`src/rtl/bar_pkg.sv`:
```
package bar_pkg;
  localparam int ADDR_W   = 32;
  localparam int DW_W     = 6;
  localparam logic [DW_W-1:0] CMD_DW  = 6'd1;   // byte offset 0x04
  localparam logic [DW_W-1:0] BAR_DW0 = 6'd4;   // byte offset 0x10
  localparam logic [DW_W-1:0] ROM_DW  = 6'd12;  // byte offset 0x30

  function automatic logic is_full_word(input logic [3:0] be);
    return be == 4'hF;
  endfunction
endpackage

```
`src/rtl/bar_cmd.sv`:
```
module bar_cmd
  import bar_pkg::*;
(
  input  logic            clk,
  input  logic            rst_n,
  input  logic            wr_en,
  input  logic [1:0]      wr_bits,
  output logic            io_en,
  output logic            mem_en
);
  logic [1:0] en_d, en_q;

  always_comb begin
    en_d = wr_bits;
  end

  always_ff @(posedge clk or negedge rst_n) begin
    if (!rst_n) begin
      en_q <= 2'b00;
    end else if (wr_en) begin
      en_q <= en_d;
    end
  end

  assign io_en  = en_q[0];
  assign mem_en = en_q[1];
endmodule

```
`src/rtl/bar_slot.sv`:
```
module bar_slot
  import bar_pkg::*;
#(
  parameter logic [ADDR_W-1:0] SIZE   = 32'h10,
  parameter bit                IS_IO  = 1'b0,
  parameter bit                IS_ROM = 1'b0
) (
  input  logic              clk,
  input  logic              rst_n,
  input  logic              wr_en,
  input  logic [ADDR_W-1:0] wr_data,
  input  logic              io_en,
  input  logic              mem_en,
  input  logic [ADDR_W-1:0] probe_addr,
  input  logic              probe_io,
  output logic [ADDR_W-1:0] rd_val,
  output logic              mapped,
  output logic              match
);
  localparam logic [ADDR_W-1:0] ALIGN_MASK = ~(SIZE - 32'd1);
  localparam logic [ADDR_W-1:0] KEEP_MASK  = IS_ROM ? (ALIGN_MASK | 32'd1) : ALIGN_MASK;

  logic [ADDR_W-1:0] base_d, base_q, dec_base;
  logic [ADDR_W:0]   end_addr;
  logic              no_wrap, space_ok;

  always_comb begin
    base_d = wr_data & KEEP_MASK;
  end

  always_ff @(posedge clk or negedge rst_n) begin
    if (!rst_n) begin
      base_q <= '0;
    end else if (wr_en) begin
      base_q <= base_d;
    end
  end

  always_comb begin
    dec_base = base_q & ALIGN_MASK;
    end_addr = {1'b0, dec_base} + {1'b0, SIZE} - 33'd1;
    no_wrap  = !end_addr[ADDR_W] && (end_addr[ADDR_W-1:0] > dec_base);
  end

  generate
    if (IS_IO) begin : g_io
      assign space_ok = io_en && (end_addr < 33'h1_0000);
      assign rd_val   = base_q | 32'd1;
    end else if (IS_ROM) begin : g_rom
      assign space_ok = mem_en && base_q[0];
      assign rd_val   = base_q;
    end else begin : g_mem
      assign space_ok = mem_en;
      assign rd_val   = base_q;
    end
  endgenerate

  assign mapped = space_ok && (dec_base != '0) && no_wrap;
  assign match  = mapped && (probe_io == IS_IO) && ((probe_addr & ALIGN_MASK) == dec_base);
endmodule

```
`src/rtl/bar_prio.sv`:
```
module bar_prio #(
  parameter int N = 7
) (
  input  logic [N-1:0] req,
  output logic [N-1:0] grant
);
  always_comb begin
    grant = req & (~req + N'(1));
  end
endmodule

```
`src/rtl/bar_decoder.sv`:
```
module bar_decoder
  import bar_pkg::*;
#(
  parameter int                            NUM_BARS = 6,
  parameter logic [NUM_BARS-1:0][31:0]     BAR_SIZE = {32'h100, 32'h100, 32'h10_0000,
                                                      32'h8, 32'h1000, 32'h20},
  parameter logic [NUM_BARS-1:0]           BAR_IO   = 6'b010101,
  parameter logic [31:0]                   ROM_SIZE = 32'h8000,
  localparam int                           REGIONS  = NUM_BARS + 1
) (
  input  logic               clk,
  input  logic               rst_n,
  input  logic               cfg_we,
  input  logic [7:0]         cfg_addr,
  input  logic [3:0]         cfg_be,
  input  logic [31:0]        cfg_wdata,
  output logic [31:0]        cfg_rdata,
  input  logic [31:0]        probe_addr,
  input  logic               probe_io,
  output logic [REGIONS-1:0] region_mapped,
  output logic [REGIONS-1:0] hit_vec
);
  logic              rst_meta_n, rst_core_n;
  logic [DW_W-1:0]   dw;
  logic              full_wr, cmd_wr;
  logic              io_en, mem_en;
  logic [REGIONS-1:0] slot_wr, slot_match;
  logic [31:0]       slot_rd [REGIONS];

  // reset asserts at once, releases on the clock
  always_ff @(posedge clk or negedge rst_n) begin
    if (!rst_n) begin
      rst_meta_n <= 1'b0;
      rst_core_n <= 1'b0;
    end else begin
      rst_meta_n <= 1'b1;
      rst_core_n <= rst_meta_n;
    end
  end

  assign dw      = cfg_addr[7:2];
  assign full_wr = cfg_we && is_full_word(cfg_be);
  assign cmd_wr  = cfg_we && cfg_be[0] && (dw == CMD_DW);

  bar_cmd u_cmd (
    .clk    (clk),
    .rst_n  (rst_core_n),
    .wr_en  (cmd_wr),
    .wr_bits(cfg_wdata[1:0]),
    .io_en  (io_en),
    .mem_en (mem_en)
  );

  genvar g;
  generate
    for (g = 0; g < REGIONS; g++) begin : g_slot
      localparam bit          SLOT_ROM  = (g == NUM_BARS);
      localparam logic [31:0] SLOT_SIZE = SLOT_ROM ? ROM_SIZE : BAR_SIZE[g % NUM_BARS];
      localparam bit          SLOT_IO   = SLOT_ROM ? 1'b0 : BAR_IO[g % NUM_BARS];
      localparam logic [DW_W-1:0] SLOT_DW = SLOT_ROM ? ROM_DW : DW_W'(BAR_DW0 + g);

      assign slot_wr[g] = full_wr && (dw == SLOT_DW);

      bar_slot #(
        .SIZE  (SLOT_SIZE),
        .IS_IO (SLOT_IO),
        .IS_ROM(SLOT_ROM)
      ) u_slot (
        .clk       (clk),
        .rst_n     (rst_core_n),
        .wr_en     (slot_wr[g]),
        .wr_data   (cfg_wdata),
        .io_en     (io_en),
        .mem_en    (mem_en),
        .probe_addr(probe_addr),
        .probe_io  (probe_io),
        .rd_val    (slot_rd[g]),
        .mapped    (region_mapped[g]),
        .match     (slot_match[g])
      );
    end
  endgenerate

  bar_prio #(.N(REGIONS)) u_prio (
    .req  (slot_match),
    .grant(hit_vec)
  );

  always_comb begin
    cfg_rdata = '0;
    if (dw == CMD_DW) begin
      cfg_rdata = {30'd0, mem_en, io_en};
    end
    for (int i = 0; i < NUM_BARS; i++) begin
      if (dw == DW_W'(BAR_DW0 + i)) cfg_rdata = slot_rd[i];
    end
    if (dw == ROM_DW) begin
      cfg_rdata = slot_rd[NUM_BARS];
    end
  end
endmodule

```
`config.mk`:
```
export PLATFORM = sky130hd
export DESIGN_NAME = bar_decoder
export DESIGN_NICKNAME = d
export VERILOG_FILES = /design/src/rtl/bar_pkg.sv /design/src/rtl/bar_cmd.sv /design/src/rtl/bar_slot.sv /design/src/rtl/bar_prio.sv /design/src/rtl/bar_decoder.sv
export SDC_FILE = /design/constraint.sdc
export NUM_CORES = 1
export LEC_CHECK = 0
export ABC_CLOCK_PERIOD_IN_PS = 10170
export BUFFER_PORTS_ARGS = -buffer_cell sky130_fd_sc_hd__clkbuf_2
export CAP_MARGIN = 10
export CORE_ASPECT_RATIO = 0.7
export CORE_MARGIN = 1.5
export CORE_UTILIZATION = 25
export CTS_BUF_LIST = sky130_fd_sc_hd__clkbuf_16
export CTS_CLUSTER_DIAMETER = 80
export DETAILED_ROUTE_END_ITERATION = 8
export PLACE_DENSITY = 0.52
export SKIP_LAST_GASP = 1
export SYNTH_ARGS = -nofsm -noshare
export SYNTH_HDL_FRONTEND = slang
export SYNTH_SLANG_ARGS = --single-unit
```
`constraint.sdc`:
```
create_clock -name clk -period 10.17 [get_ports clk]
set_input_delay 1.017 -clock clk [delete_from_list [all_inputs] [get_ports clk]]
set_output_delay 1.017 -clock clk [all_outputs]
set_load 0.1 [all_outputs]
```
==> impl_metrics.csv <==
group,metric,value,unit
layout,nets,995,
yosys,synth_enable_flop_cells,0,
clock_network,cts_resized,0,
yosys,synth_top_cell_by_area,"sky130_fd_sc_hd__dfrtp_1",
placed_design,place_hpwl,28500,um
drt,dr.pass1.iters,6,
clock_network,tritoncts,"built",
clock_network,postCtsSetupRepairBufs,0,
critical_path,critPathArrivalTime,3.80,ns
yosys,async_reset_ff_share,100,%
placed_design,detailedPlace.worstSlack,5.43,ns
die,floorplan.initialDensity,25.3,%
clock_network,ctsRootBufferMaster,"sky130_fd_sc_hd__clkbuf_16",
grt,grt_first_pass_wirelength,53500,um
clock_network,clkSinkCount,158,
critical_path,startpoint,"cfg_addr[2]",
yosys,post-synth-top-area-fraction,42.1,%
placed_design,place_inst,1384,
yosys,post_synth_main_area_contributors,"sky130_fd_sc_hd__dfrtp_1 (42%), sky130_fd_sc_hd__mux2_2 (15%), sky130_fd_sc_hd__xnor2_1 (8.2%)",
drt,dr_total_vias,7427,
yosys,synth_nets,910,
layout,fraction_of_final_layout_cells_sized_beyond_drive_strength_1,33.0,%
yosys,leading_post_synthesis_cells_by_instance_count,"sky130_fd_sc_hd__dfrtp_1 (158), sky130_fd_sc_hd__mux2_2 (122), sky130_fd_sc_hd__xnor2_1 (88), sky130_fd_sc_hd__xor2_1 (65), sky130_fd_sc_hd__nor4_1 (49)",
layout,filler_cell_count,3907,
worst_hold_path,worstHoldPathType,"flip-flop to async pin",
clock_network,hold_buffers,0,
yosys,yosys.cell_types.count,48,
drt,drt_drc_violations_left,0,
sta,post-route-period-util,47.4,%
yosys,synth_seq_area_share,42.1,%
die,rows,59,
clock_network,clock_insertion_delay_worst_skew,0.46,ns
die,core,37100,sq um
drt,final_antenna_net_count,0,
clock_network,cts_buffer_depth,2,
critical_path,required,9.15,ns
grt,grt_max_degree,66,
power_and_ir_drop,cellLeakagePower,5.06,nW
critical_path,critPathCaptureType,"output pin",
sta,report.final.slew_viol_count,0,
sta,setup_tns,0,ns
grt,grt_overflow_total,0,
power_and_ir_drop,finalPower,0.00147,W
sta,tightest_slew,1.13,ns
drt,detail_route.iter0.violations,831,
drt,detail_route.wirelength,37300,um
layout,stdcell_count,1418,
placed_design,buffers_on_ports,118,
clock_network,clock_transition_at_the_registers_of_the_reported_paths,0.07,ns
power_and_ir_drop,ir_worst_vdd,0.000117,V
grt,globalRouteTotalUtil,19.5,%
drt,mean_number_of_vias_per_cell,5.24,
sta,final-hold-violation-count,0,
sta,maxSlewHeadroom,24.3,%
sta,rsz0062_at_grt,"no",
yosys,yosysWarningCount,0,
yosys,synthCells,830,
run_status,status,"complete, no violations",
clock_network,cts-buffers-inserted,17,
yosys,synth-main-ff-cell,"sky130_fd_sc_hd__dfrtp_1",
die,area_of_the_die,38800,sq um
grt,antenna_violations_before_repair,1,
sta,clock.fmax,0.208,GHz
grt,number_of_global_route_vias_before_repair,7297,
yosys,syn-cell-area,9400,sq um
critical_path,crit_type,"input port to output pin",
drt,route.detailed.wl_per_inst,26.3,um
yosys,synth.most_common_cell,"sky130_fd_sc_hd__dfrtp_1",
sta,setup_viol,0,
critical_path,worstSetupStartpointType,"input port",
yosys,synth.ff_latch_count,158,
placed_design,place_congestion,0.941,
layout,synthToLayoutAreaGrowth,15.7,%
sta,post-route-min-period,4.82,ns
die,die_w,235,um
critical_path,r2r-start,"rst_core_n$_DFF_PN0_",
yosys,syn-mean-instance-area,11.3,sq um
run,cap_violations,0,
die,top_level_ports,126,
sta,final_critical_path_setup_slack,5.35,ns
power_and_ir_drop,power-per-cell-area,136,nW/um^2
clock_network,cts_max_level,4,
sta,clock-skew-final,0.00814,ns
critical_path,cp_max_fo,28,
die,die_h,165,um
-- flip-flops by register name (all words and copies together), names as in the netlist --
signal and flops:
g_slot.u_slot.base_q 80, u_cmd.en_q 2, rst_core_n 1, g_slot.u_slot.rd_val 74, rst_meta_n 1
-- cells by family (layout without fill, tap and decap cells) --
logic type	Yosys count	in the layout	synth area share, %
multiplexers	176	176	21.4
other	2	4	0.0799
flip-flops	158	158	42.1
XOR/XNOR	153	153	14.3
AO/OA/AOI/OAI	72	72	5.66
AND/OR/NAND/NOR	203	203	12.5
buffers and inverters	66	164	4.09
-- final timing paths --
kind / to / slack, ns / cells after the start
max reg2reg: g_slot[2].u_slot.base_q[30]$_DFFE_PN0P_ / 8.69 / 1
min in group clk: rst_core_n$_DFF_PN0_ / 0.35 / 0
max in group asynchronous: g_slot[2].u_slot.base_q[30]$_DFFE_PN0P_ / 8.69 / 1
min reg2reg: g_slot[1].u_slot.rd_val[22]$_DFFE_PN0P_ / 0.26 / 0
max: cfg_rdata[23] / 5.35 / 8
min: g_slot[1].u_slot.rd_val[22]$_DFFE_PN0P_ / 0.26 / 0
-- cell usage in the layout, fill, tap and decap left out, drive strengths merged, types with 4 or more instances in the layout --
cell type	instances
mux2	167
dfrtp	158
clkbuf	135
xnor2	88
xor2	65
nor4	53
nand2	36
nor2	33
nand4	27
o21ai	22
nor3	15
a22oi	13
inv	12
o221ai	11
a221o	11
mux2i	9
and3	8
buf	8
nand3	8
and2	6
a222oi	5
or3	4
a21oi	4
clkinvlp	4
clkinv	4
-- area by class of cell --
type | instances | area [sq um] | share of cell area, %
inverters | 6 | 22.5 | 0.207
repair buffers | 126 | 651 | 5.98
multi-input cells | 606 | 5070 | 46.6
diodes | 2 | 5.00 | 0.0460
clock inverters | 15 | 138 | 1.27
well taps | 488 | 611 | 5.61
flip-flops and latches | 158 | 3960 | 36.4
clock buffers | 17 | 425 | 3.91
-- worst max-delay path: stages --
cell,delay (ns)
sky130_fd_sc_hd__clkbuf_2,0.55
sky130_fd_sc_hd__nor2_1,0.23
sky130_fd_sc_hd__and3_1,0.25
sky130_fd_sc_hd__and2_1,0.81
sky130_fd_sc_hd__nand2_1,0.10
sky130_fd_sc_hd__o21ai_1,0.11
sky130_fd_sc_hd__a221o_1,0.20
sky130_fd_sc_hd__clkbuf_2,0.48
-- metrics by stage --
step	utilization [%]	area (sq um)	hold WS (ns)
final	29.3	10900	0.255
after global routing	29.3	10900	0.296
after CTS	29.3	10900	0.274
after detailed placement	27.8	10300	0.275
after global placement	27.8	10300	0.267
after floorplan	-	9400	0.331
-- power breakdown --
group | switching (W) | total (W) | internal, W | leakage, nW
Clock | 0.000294 | 0.000633 | 0.000340 | 0.263
Sequential | 0.0000192 | 0.000658 | 0.000639 | 2.19
Combinational | 0.000129 | 0.000183 | 0.0000544 | 2.61
-- per-layer routing --
metal  GRT usage, %  part of all wire, %
met5              0                    0
met4           5.11                  1.4
met3           5.45                   10
met2           26.7                   40
met1           29.5                   48
No activity file was read; power rests on OpenSTA's default activity.
